## config.mk

```make
export PLATFORM = sky130hd
export DESIGN_NAME = comp_vblank_fifo_gen
export DESIGN_NICKNAME = d
export VERILOG_FILES = /design/src/rtl/cvb_pkg.sv /design/src/rtl/cvb_pos_counter.sv /design/src/rtl/cvb_blank_window.sv /design/src/rtl/cvb_fifo_pulse.sv /design/src/rtl/comp_vblank_fifo_gen.sv
export SDC_FILE = /design/constraint.sdc
export NUM_CORES = 1
export LEC_CHECK = 0
export BUFFER_PORTS_ARGS = -buffer_cell sky130_fd_sc_hd__buf_2
export CAP_MARGIN = 0
export CORE_MARGIN = 3
export CORE_UTILIZATION = 25
export DETAILED_ROUTE_END_ITERATION = 8
export GPL_ROUTABILITY_DRIVEN = 0
export SYNTH_ARGS = -nofsm -noshare
export SYNTH_HDL_FRONTEND = slang
export SYNTH_SLANG_ARGS = --single-unit
```

## constraint.sdc

```tcl
create_clock -name clk -period 2.8 [get_ports clk]
set_input_delay 0.14 -clock clk [delete_from_list [all_inputs] [get_ports clk]]
set_output_delay 0.14 -clock clk [all_outputs]
set_load 0.1 [all_outputs]
```

## src/rtl/cvb_pkg.sv

```systemverilog
package cvb_pkg;
  localparam int LINE_W = 10;
  localparam int SAMP_W = 11;

  typedef logic [LINE_W-1:0] line_t;
  typedef logic [SAMP_W-1:0] samp_t;

  // Raster extents per standard
  localparam line_t NTSC_LAST_LINE = line_t'(525);
  localparam samp_t NTSC_LAST_SAMP = samp_t'(909);
  localparam line_t PAL_LAST_LINE  = line_t'(625);
  localparam samp_t PAL_LAST_SAMP  = samp_t'(1134);

  typedef struct packed {
    line_t beg_line;
    samp_t beg_samp;
    line_t end_line;
    samp_t end_samp;
  } span_t;

  // lexicographic position comparisons
  function automatic logic pos_ge(line_t l, samp_t s, line_t rl, samp_t rs);
    return (l > rl) || ((l == rl) && (s >= rs));
  endfunction

  function automatic logic pos_le(line_t l, samp_t s, line_t rl, samp_t rs);
    return (l < rl) || ((l == rl) && (s <= rs));
  endfunction
endpackage

```

## src/rtl/cvb_pos_counter.sv

```systemverilog
module cvb_pos_counter
  import cvb_pkg::*;
(
  input  logic  clk,
  input  logic  rst_n,
  input  logic  adv_i,
  input  logic  load_i,
  input  line_t load_line_i,
  input  samp_t load_samp_i,
  input  logic  pal_i,
  output line_t line_o,
  output samp_t samp_o
);
  line_t line_q, line_d;
  samp_t samp_q, samp_d;
  line_t last_line;
  samp_t last_samp;

  always_comb begin
    last_line = pal_i ? PAL_LAST_LINE : NTSC_LAST_LINE;
    last_samp = pal_i ? PAL_LAST_SAMP : NTSC_LAST_SAMP;
    line_d    = line_q;
    samp_d    = samp_q;
    if (load_i) begin
      line_d = load_line_i;
      samp_d = load_samp_i;
    end else if (adv_i) begin
      if (samp_q >= last_samp) begin
        samp_d = '0;
        line_d = (line_q >= last_line) ? line_t'(1) : line_q + line_t'(1);
      end else begin
        samp_d = samp_q + samp_t'(1);
      end
    end
  end

  always_ff @(posedge clk or negedge rst_n) begin
    if (!rst_n) begin
      line_q <= line_t'(1);
      samp_q <= '0;
    end else if (load_i || adv_i) begin
      line_q <= line_d;
      samp_q <= samp_d;
    end
  end

  assign line_o = line_q;
  assign samp_o = samp_q;
endmodule

```

## src/rtl/cvb_blank_window.sv

```systemverilog
module cvb_blank_window
  import cvb_pkg::*;
(
  input  line_t line_i,
  input  samp_t samp_i,
  input  logic  pal_i,
  input  logic  long_i,
  output logic  blank_o
);
  span_t wrap_span;
  span_t mid_span;
  logic  in_wrap;
  logic  in_mid;

  always_comb begin
    unique case ({pal_i, long_i})
      2'b00: begin
        wrap_span = '{line_t'(525), samp_t'(768), line_t'(9),   samp_t'(767)};
        mid_span  = '{line_t'(263), samp_t'(313), line_t'(272), samp_t'(767)};
      end
      2'b01: begin
        wrap_span = '{line_t'(525), samp_t'(768), line_t'(19),  samp_t'(767)};
        mid_span  = '{line_t'(263), samp_t'(313), line_t'(282), samp_t'(767)};
      end
      2'b10: begin
        wrap_span = '{line_t'(623), samp_t'(382), line_t'(5),   samp_t'(947)};
        mid_span  = '{line_t'(310), samp_t'(948), line_t'(317), samp_t'(947)};
      end
      default: begin
        wrap_span = '{line_t'(623), samp_t'(382), line_t'(15),  samp_t'(947)};
        mid_span  = '{line_t'(310), samp_t'(948), line_t'(327), samp_t'(947)};
      end
    endcase
  end

  // wrap span: union of the tail before frame end and the head after it
  assign in_wrap = pos_ge(line_i, samp_i, wrap_span.beg_line, wrap_span.beg_samp) ||
                   pos_le(line_i, samp_i, wrap_span.end_line, wrap_span.end_samp);
  assign in_mid  = pos_ge(line_i, samp_i, mid_span.beg_line, mid_span.beg_samp) &&
                   pos_le(line_i, samp_i, mid_span.end_line, mid_span.end_samp);
  assign blank_o = in_wrap || in_mid;
endmodule

```

## src/rtl/cvb_fifo_pulse.sv

```systemverilog
module cvb_fifo_pulse (
  input  logic trs_id_i,
  input  logic comp_mode_i,
  input  logic trs_is_eav_i,
  input  logic eav_sel_i,
  output logic fire_o
);
  logic kind_match;
  assign kind_match = (trs_is_eav_i == eav_sel_i);
  assign fire_o     = trs_id_i && (!comp_mode_i || kind_match);
endmodule

```

## src/rtl/comp_vblank_fifo_gen.sv

```systemverilog
module comp_vblank_fifo_gen
  import cvb_pkg::*;
(
  input  logic              clk,
  input  logic              rst_n,
  input  logic              samp_en_i,
  input  logic              std_pal_i,
  input  logic              blank_long_i,
  input  logic              comp_mode_i,
  input  logic              eav_sel_i,
  input  logic              trs_id_i,
  input  logic              trs_is_eav_i,
  input  logic              align_i,
  input  logic [LINE_W-1:0] align_line_i,
  input  logic [SAMP_W-1:0] align_samp_i,
  output logic              vblank_o,
  output logic              fifo_rst_n
);
  line_t cur_line;
  samp_t cur_samp;
  logic  word_en;
  logic  blank_now;
  logic  fire_now;
  logic  vblank_q, vblank_d;
  logic  frst_q, frst_d;

  assign word_en = samp_en_i && !align_i;

  cvb_pos_counter u_pos (
    .clk        (clk),
    .rst_n      (rst_n),
    .adv_i      (word_en),
    .load_i     (align_i),
    .load_line_i(align_line_i),
    .load_samp_i(align_samp_i),
    .pal_i      (std_pal_i),
    .line_o     (cur_line),
    .samp_o     (cur_samp)
  );

  cvb_blank_window u_win (
    .line_i (cur_line),
    .samp_i (cur_samp),
    .pal_i  (std_pal_i),
    .long_i (blank_long_i),
    .blank_o(blank_now)
  );

  cvb_fifo_pulse u_pulse (
    .trs_id_i    (trs_id_i),
    .comp_mode_i (comp_mode_i),
    .trs_is_eav_i(trs_is_eav_i),
    .eav_sel_i   (eav_sel_i),
    .fire_o      (fire_now)
  );

  always_comb begin
    vblank_d = blank_now;
    frst_d   = !fire_now;
  end

  always_ff @(posedge clk or negedge rst_n) begin
    if (!rst_n) begin
      vblank_q <= 1'b0;
      frst_q   <= 1'b1;
    end else if (word_en) begin
      vblank_q <= vblank_d;
      frst_q   <= frst_d;
    end
  end

  assign vblank_o   = vblank_q;
  assign fifo_rst_n = frst_q;
endmodule

```

==> results of run 1 <==
worst paths after layout:
kind | start | endpoint | slack [ns] | cells after the start
hold / removal | align_samp_i[6] | u_pos.samp_o[6] | 0.07 | 2
setup / recovery | u_pos.line_o[1] | u_pos.line_o[3] | 0.25 | 9
max in group asynchronous | rst_n | fifo_rst_n | 2.03 | 2
setup reg to reg | u_pos.line_o[1] | u_pos.line_o[3] | 0.25 | 9
min in group asynchronous | rst_n | vblank_o | 0.39 | 2
hold reg to reg | fifo_rst_n | fifo_rst_n | 0.52 | 1
metrics by stage:
step                      hold WS (ns)  std cells  instance area (µm²)
after floorplan                 -0.156        316                 2580
after global placement           0.169        477                 2890
after detailed placement         0.187        477                 2890
after CTS                       0.0638        482                 2940
after global routing            0.0736        482                 2940
final                           0.0721        482                 2940
sequential cells by signal (all words and copies together), names as in the netlist:
name	count
u_pos.samp_o	11
vblank_o	1
fifo_rst_n	1
u_pos.line_o	10
what timing repair did:
action | 4_1_cts | 5_1_grt
hold endpoints to repair | 21 | 0
buffers inserted | 0 | 0
hold buffers | 1 | 0
report_power, final:
part / switching (mW) / internal [mW] / total [mW] / leakage [nW]
combinational: 0.583 / 0.416 / 1.00 / 1.04
sequential: 0.175 / 0.430 / 0.605 / 0.276
clock: 0.124 / 0.102 / 0.225 / 0.0228
total: 0.882 / 0.948 / 1.83 / 1.34
cell families after synthesis:
kind of cell / share of synthesized area
compound gates: 0.252
xor+xnor: 0.0136
fa+ha+maj: 0.213
buf+inv: 0.0611
flops: 0.224
mux: 0.00388
simple gates: 0.232
synthesized netlist by cell type, types with 5 or more instances:
| cell type | count | area, µm² |
|---|---|---|
| sky130_fd_sc_hd__nor2b_1 | 5 | 31.3 |
| sky130_fd_sc_hd__nand2_1 | 33 | 124 |
| sky130_fd_sc_hd__nand4_1 | 6 | 37.5 |
| sky130_fd_sc_hd__o221ai_1 | 6 | 52.6 |
| sky130_fd_sc_hd__a22o_1 | 7 | 61.3 |
| sky130_fd_sc_hd__inv_1 | 23 | 86.3 |
| sky130_fd_sc_hd__a21oi_1 | 25 | 125 |
| sky130_fd_sc_hd__ha_1 | 44 | 551 |
| sky130_fd_sc_hd__o21ai_1 | 8 | 40.0 |
| sky130_fd_sc_hd__o21ai_0 | 17 | 85.1 |
| sky130_fd_sc_hd__nand3_1 | 13 | 65.1 |
| sky130_fd_sc_hd__a21o_1 | 5 | 37.5 |
| sky130_fd_sc_hd__nor2_1 | 18 | 67.6 |
| sky130_fd_sc_hd__dfrtp_1 | 21 | 526 |
| sky130_fd_sc_hd__nand2b_1 | 5 | 31.3 |
| sky130_fd_sc_hd__and3_1 | 8 | 50.1 |
area by class of cell:
| cell class | instances | area share |
|---|---|---|
| Clock buffer | 4 | 0.0153 |
| Inverter | 23 | 0.0293 |
| Tap cell | 133 | 0.0565 |
| Timing Repair Buffer | 40 | 0.0757 |
| Sequential cell | 23 | 0.196 |
| Multi-Input combinational cell | 259 | 0.627 |
routing by layer:
layer,part of all wire,vias up,global-route usage
met5,0,-,0
li1,-,1232,-
met2,0.46,68,0.199
met1,0.49,1179,0.182
met3,0.050,4,0.0132
met4,0.0077,0,0.0216
worst max-delay path: cells and delay by family (launching register included):
kind / cells / cell delay [ns]
buf+inv: 2 / 0.16
simple gates: 3 / 1.03
compound gates: 3 / 0.59
fa+ha+maj: 1 / 0.19
flops: 1 / 0.54
==> key figures, run 1 <==
Floorplan
  • Count of standard-cell rows: 36
  • Initial core utilization: 0.260
  • Num ports: 33
  • Die ar.: 11600 µm²
  • Horizontal die dimension: 108 µm
  • Vertical die dimension: 108 µm
  • Floorplan Core Area: 9910 µm²

Global route
  • Via count of the first global-routing pass: 2366
  • Remaining Overflow, GRT: 0
  • Global-route wire length before repair: 11800 µm
  • Pin count of the biggest net entering global routing: 26
  • Initial antenna violation count: 0
  • Overall track demand over capacity in global routing: 0.124

Synthesis
  • Post-Syn Instances: 316
  • Net count after synthesis: 391
  • Yosys reg bits: 23
  • Mean instance size in the synthesized netlist: 8.16 µm²
  • Number of warning messages in the yosys log: 0
  • Number of enable flip-flop cells after synthesis: 0
  • Cell area after synthesis: 2580 µm²
  • Share of async-settable or async-resettable flops after synthesis: 1.00
  • Most used flip-flop cell after synthesis: sky130_fd_sc_hd__dfrtp_1
  • Share of synthesized area occupied by flip-flops and latches: 0.224
  • Count of different cell masters after synthesis: 63

Timing
  • Post-Route Skew: 0.0114 ns
  • Ratio of final minimum period to clock period: 0.912
  • Final number of hold-violating endpoints: 0
  • Final setup violation count: 0
  • Final Critical Period: 2.55 ns
  • Slew Limit Fails: 0
  • Setup repair after global routing missed its margin: false
  • Final worst-path setup slack: 0.245 ns
  • Achievable clock frequency: 391 MHz
  • Least-Margin Pin Slew: 0.602 ns
  • Worst slew margin relative to its limit: 0.598
  • TNS Setup: 0 ns

Cells and area
  • Area taken by flip-flops and latches: 578 µm²
  • Antenna Diode Count: 0
  • Proportion of layout cells with a drive suffix above 1: 0.149
  • P&R area growth vs syn: 14.1%
  • Multi-input gate area in the final layout: 1840 µm²
  • Fillers: 1085
  • Net count reported at finish: 425
  • Most frequent cells in the layout: 44 x sky130_fd_sc_hd__ha_1, 33 x sky130_fd_sc_hd__nand2_1, 32 x sky130_fd_sc_hd__buf_2, 25 x sky130_fd_sc_hd__a21oi_1, 23 x sky130_fd_sc_hd__inv_1
  • Commonest non-fill, non-tap cell in the layout: sky130_fd_sc_hd__ha_1
  • Final core area utilization: 0.297

Power
  • Final Total Pwr: 1.83 mW
  • Worst vdd ir: 247 µV
  • Power density over cell area: 622 nW/µm²
  • Leakage power: 1.34 nW

Routing
  • DR DRC count: 0
  • Wirelength per Cell: 14.9 µm
  • Wire length reported by the detailed router: 7170 µm
  • Vias per cell: 5.15
  • Overall via count from detail_route: 2483
  • First-pass DRT Iterations: 4
  • Detailed router's first-iteration violation count: 169
  • ANT nets after route: 0

Job
  • Max-cap violations: 0

Place
  • Placement Setup Slack: 0.173 ns
  • Post-detail-place hpwl: 5480 µm
  • Port Buffers: 32

Run status
  • Outcome: finished clean

Hold path
  • Classification of the worst-slack hold path: in -> reg

Clocking
  • Inserted Clock Buffers: 3
  • Cell at the root of the clock tree: sky130_fd_sc_hd__clkbuf_8
  • Clk pin slew, worst setup/hold paths: 0.10 ns
  • CTS sink cnt: 23
  • Clk_lat worst skew: 0.27 ns
  • Post-CTS resize count: 0
  • TritonCTS clock tree: built
  • Deepest level of the CTS H-tree: 1
  • Max clock buf depth: 2

Worst setup path
  • Endpoint class of the critical path: register
  • Required time of the critical path: 3.02 ns
  • Critical-path cell list: inv_1, ha_1, inv_1, a21oi_1, nor3_1, nor3_1, or4_1, o31ai_1, a22o_1
  • Largest fanout on the critical path: 17
  • Data arrival at the endpoint of the critical path: 2.77 ns
  • Startpoint types: register
  • Largest stage delay, worst path: 0.82 ns
  • Slowest stage cell, crit path: sky130_fd_sc_hd__or4_1
  • Path type of the worst setup path: reg -> reg
(Power assumes the default switching activity.)
==> run 2: changes to the inputs <==
--- a/config.mk
+++ b/config.mk
@@ -5,6 +5,8 @@
 export SDC_FILE = /design/constraint.sdc
 export NUM_CORES = 1
 export LEC_CHECK = 0
+export ABC_AREA = 1
+export ABC_CLOCK_PERIOD_IN_PS = 2800
 export BUFFER_PORTS_ARGS = -buffer_cell sky130_fd_sc_hd__buf_2
 export CAP_MARGIN = 0
 export CORE_MARGIN = 3
==> key figures, run 2 <==
Synthesis
  • Most used flip-flop cell after synthesis: sky130_fd_sc_hd__dfrtp_1
  • Most repeated cell in the gate-level netlist after synthesis: sky130_fd_sc_hd__nand2_1
  • Cell types with the largest area share after synthesis: sky130_fd_sc_hd__nand2_1 19%, sky130_fd_sc_hd__ha_1 18%, sky130_fd_sc_hd__dfrtp_1 17%
  • Post-Syn Instances: 455
  • Net count after synthesis: 530
  • Number of warning messages in the yosys log: 0
  • Yosys reg bits: 23
  • Share of the synthesized area in the top cell type: 0.189
  • Share of synthesized area occupied by flip-flops and latches: 0.192
  • Top post-synthesis cells by count: 151 x sky130_fd_sc_hd__nand2_1, 46 x sky130_fd_sc_hd__inv_1, 44 x sky130_fd_sc_hd__ha_1
  • Count of different cell masters after synthesis: 37
  • Mean instance size in the synthesized netlist: 6.60 µm²
  • Share of async-settable or async-resettable flops after synthesis: 1.00
  • Cell area after synthesis: 3000 µm²
  • Number of enable flip-flop cells after synthesis: 0
  • Leading area contributor after synthesis: sky130_fd_sc_hd__nand2_1

Floorplan
  • Floorplan Core Area: 11600 µm²
  • Die ar.: 13400 µm²
  • Count of standard-cell rows: 39
  • Vertical die dimension: 116 µm
  • Num ports: 33
  • Initial core utilization: 0.260
  • Horizontal die dimension: 116 µm

Global route
  • Remaining Overflow, GRT: 0
  • Overall track demand over capacity in global routing: 0.121
  • Pin count of the biggest net entering global routing: 24
  • Via count of the first global-routing pass: 2977
  • Initial antenna violation count: 0
  • Global-route wire length before repair: 13600 µm

Power
  • Power density over cell area: 539 nW/µm²
  • Sequential group share of total power: 0.326
  • Relative contribution of the clock network to total power: 0.171
  • Fraction of power spent switching nets: 0.486
  • Proportion of power drawn by combinational gates: 0.503
  • Worst vdd ir: 286 µV
  • Power dissipated by switching net loads: 877 µW
  • Final Total Pwr: 1.81 mW
  • Leakage power: 1.74 nW
  • Cell internal pwr: 929 µW

Worst setup path
  • Largest fanout on the critical path: 15
  • Critical-path cell list: ha_1, inv_2, nand2_1, nor3_2, nand4_1, nand3b_1, nor2_2, nor2_4, inv_2, nand2_1, nand2_1
  • CP delay by family, top: simple AND/OR/NAND/NOR gates
  • Startpoint types: register
  • Slowest stage cell, crit path: sky130_fd_sc_hd__dfrtp_1
  • Endpoint class of the critical path: register
  • Data arrival at the endpoint of the critical path: 2.30 ns
  • Buffers and inverters on the worst path: 2
  • Largest stage delay, worst path: 0.49 ns
  • Crit-path most repeated cell: sky130_fd_sc_hd__nand2_1
  • Required time of the critical path: 2.95 ns
  • Path type of the worst setup path: reg -> reg

Routing
  • ANT nets after route: 0
  • First-pass DRT Iterations: 4
  • Vias per cell: 4.73
  • Wirelength per Cell: 12.3 µm
  • Detailed router's first-iteration violation count: 142
  • Overall via count from detail_route: 2954
  • DR DRC count: 0
  • Wire length reported by the detailed router: 7680 µm

Timing
  • Ratio of final minimum period to clock period: 0.768
  • Achievable clock frequency: 465 MHz
  • Least-Margin Pin Slew: 0.857 ns
  • Worst slew margin relative to its limit: 0.427
  • Final Critical Period: 2.15 ns
  • Slew Limit Fails: 0
  • TNS Setup: 0 ns
  • Final number of hold-violating endpoints: 0
  • Post-Route Skew: 0.00151 ns
  • Final setup violation count: 0
  • Setup repair after global routing missed its margin: false

Cells and area
  • Most frequent cells in the layout: 151 x sky130_fd_sc_hd__nand2_1, 46 x sky130_fd_sc_hd__inv_1, 44 x sky130_fd_sc_hd__ha_1, 37 x sky130_fd_sc_hd__nor2_1, 32 x sky130_fd_sc_hd__buf_2
  • Net count reported at finish: 558
  • Area taken by flip-flops and latches: 578 µm²
  • P&R area growth vs syn: 11.5%
  • Proportion of layout cells with a drive suffix above 1: 0.154
  • Max FFs per register: 11
  • Fillers: 1265
  • Commonest non-fill, non-tap cell in the layout: sky130_fd_sc_hd__nand2_1
  • Final core area utilization: 0.290
  • Antenna Diode Count: 0
  • Multi-input gate area in the final layout: 2120 µm²

Clocking
  • CTS sink cnt: 23
  • Clk_lat worst skew: 0.25 ns
  • TritonCTS clock tree: built
  • Deepest level of the CTS H-tree: 1
  • Clk pin slew, worst setup/hold paths: 0.06 ns
  • Inserted Clock Buffers: 3
  • Post-CTS resize count: 0
  • Cell at the root of the clock tree: sky130_fd_sc_hd__clkbuf_16
  • Max clock buf depth: 2

Place
  • Post-detail-place hpwl: 6230 µm
  • Port Buffers: 32

Hold path
  • Classification of the worst-slack hold path: in -> reg

Run status
  • Outcome: finished clean

Job
  • Max-cap violations: 0
run 2: changes by cell type after synthesis, sizes merged, moves of 6 or more:
| cell | previous run | this run |
|---|---|---|
| a21oi | 26 | 11 |
| a22o | 7 | 0 |
| a22oi | 1 | 7 |
| and3 | 8 | 0 |
| inv | 23 | 54 |
| nand2 | 33 | 156 |
| nand3 | 14 | 32 |
| nand3b | 1 | 8 |
| nor2 | 18 | 49 |
| nor3 | 4 | 11 |
| o21ai | 26 | 16 |
| o221ai | 6 | 0 |
| xor2 | 3 | 10 |
run 2: power groups by stage:
stage	Clock, mW	Sequential, mW	Combinational [mW]
after floorplan	0	0.562	0.725
after global placement	0	0.591	0.890
after detailed placement	0	0.593	0.901
after CTS	0.323	0.587	0.907
after global routing	0.333	0.605	1.06
final	0.309	0.588	0.909
run 2: worst paths after layout:
kind / cells after the start / startpoint / slack (ns) / endpoint
max in group asynchronous: 2 / rst_n / 2.02 / u_pos.line_o[0]
min: 2 / trs_id_i / 0.04 / fifo_rst_n
max reg2reg: 11 / u_pos.samp_o[9] / 0.65 / u_pos.line_o[5]
max: 11 / u_pos.samp_o[9] / 0.65 / u_pos.line_o[5]
min reg2reg: 2 / fifo_rst_n / 0.50 / fifo_rst_n
min in group asynchronous: 2 / rst_n / 0.40 / u_pos.line_o[9]
run 2: worst register-to-register path, stage by stage (launching register included):
cell                       delay (ns)
sky130_fd_sc_hd__dfrtp_1         0.49
sky130_fd_sc_hd__ha_1            0.38
sky130_fd_sc_hd__inv_2           0.09
sky130_fd_sc_hd__nand2_1         0.06
sky130_fd_sc_hd__nor3_2          0.15
sky130_fd_sc_hd__nand4_1         0.10
sky130_fd_sc_hd__nand3b_1        0.11
sky130_fd_sc_hd__nor2_2          0.06
sky130_fd_sc_hd__nor2_4          0.28
sky130_fd_sc_hd__inv_2           0.17
sky130_fd_sc_hd__nand2_1         0.09
sky130_fd_sc_hd__nand2_1         0.06
run 2: cell type report:
class,count,share of cell area
multi-input combinational,366,0.633
inverter,54,0.0620
clock buffer,4,0.0235
timing repair buffer,35,0.0553
tap,143,0.0534
sequential,23,0.173
run 2: timing repair:
item                       CTS  global route
hold buffers                 1             0
setup buffers                0             0
setup endpoints to repair    0             0
hold endpoints to repair    21             0
run 2: per-stage QoR:
| step | setup WS [ns] | hold slack (ns) | std cells | area, µm² |
|---|---|---|---|---|
| after floorplan | 0.838 | -0.156 | 455 | 3000 |
| after global placement | 0.618 | 0.150 | 620 | 3260 |
| after detailed placement | 0.532 | 0.152 | 620 | 3260 |
| after CTS | 0.673 | 0.0307 | 625 | 3350 |
| after global routing | 0.464 | 0.0449 | 625 | 3350 |
| final | 0.650 | 0.0350 | 625 | 3350 |
run 2: logic make-up after synthesis:
logic type,count (synthesis),share of synthesized area
AOI/OAI and AO/OA,43,0.0846
xor gates and xnor gates,11,0.0321
adders and majority gates,44,0.183
buffers and inverters,66,0.102
DFF,23,0.192
and+or+nand+nor,268,0.406
run 2: metal layers:
layer	vias to the layer above	global-route usage	routed length, µm
met4	0	0.0186	40
met3	4	0.0240	304
li1	1515	-	-
met1	1381	0.160	3740
met2	54	0.208	3600
met5	-	0	0
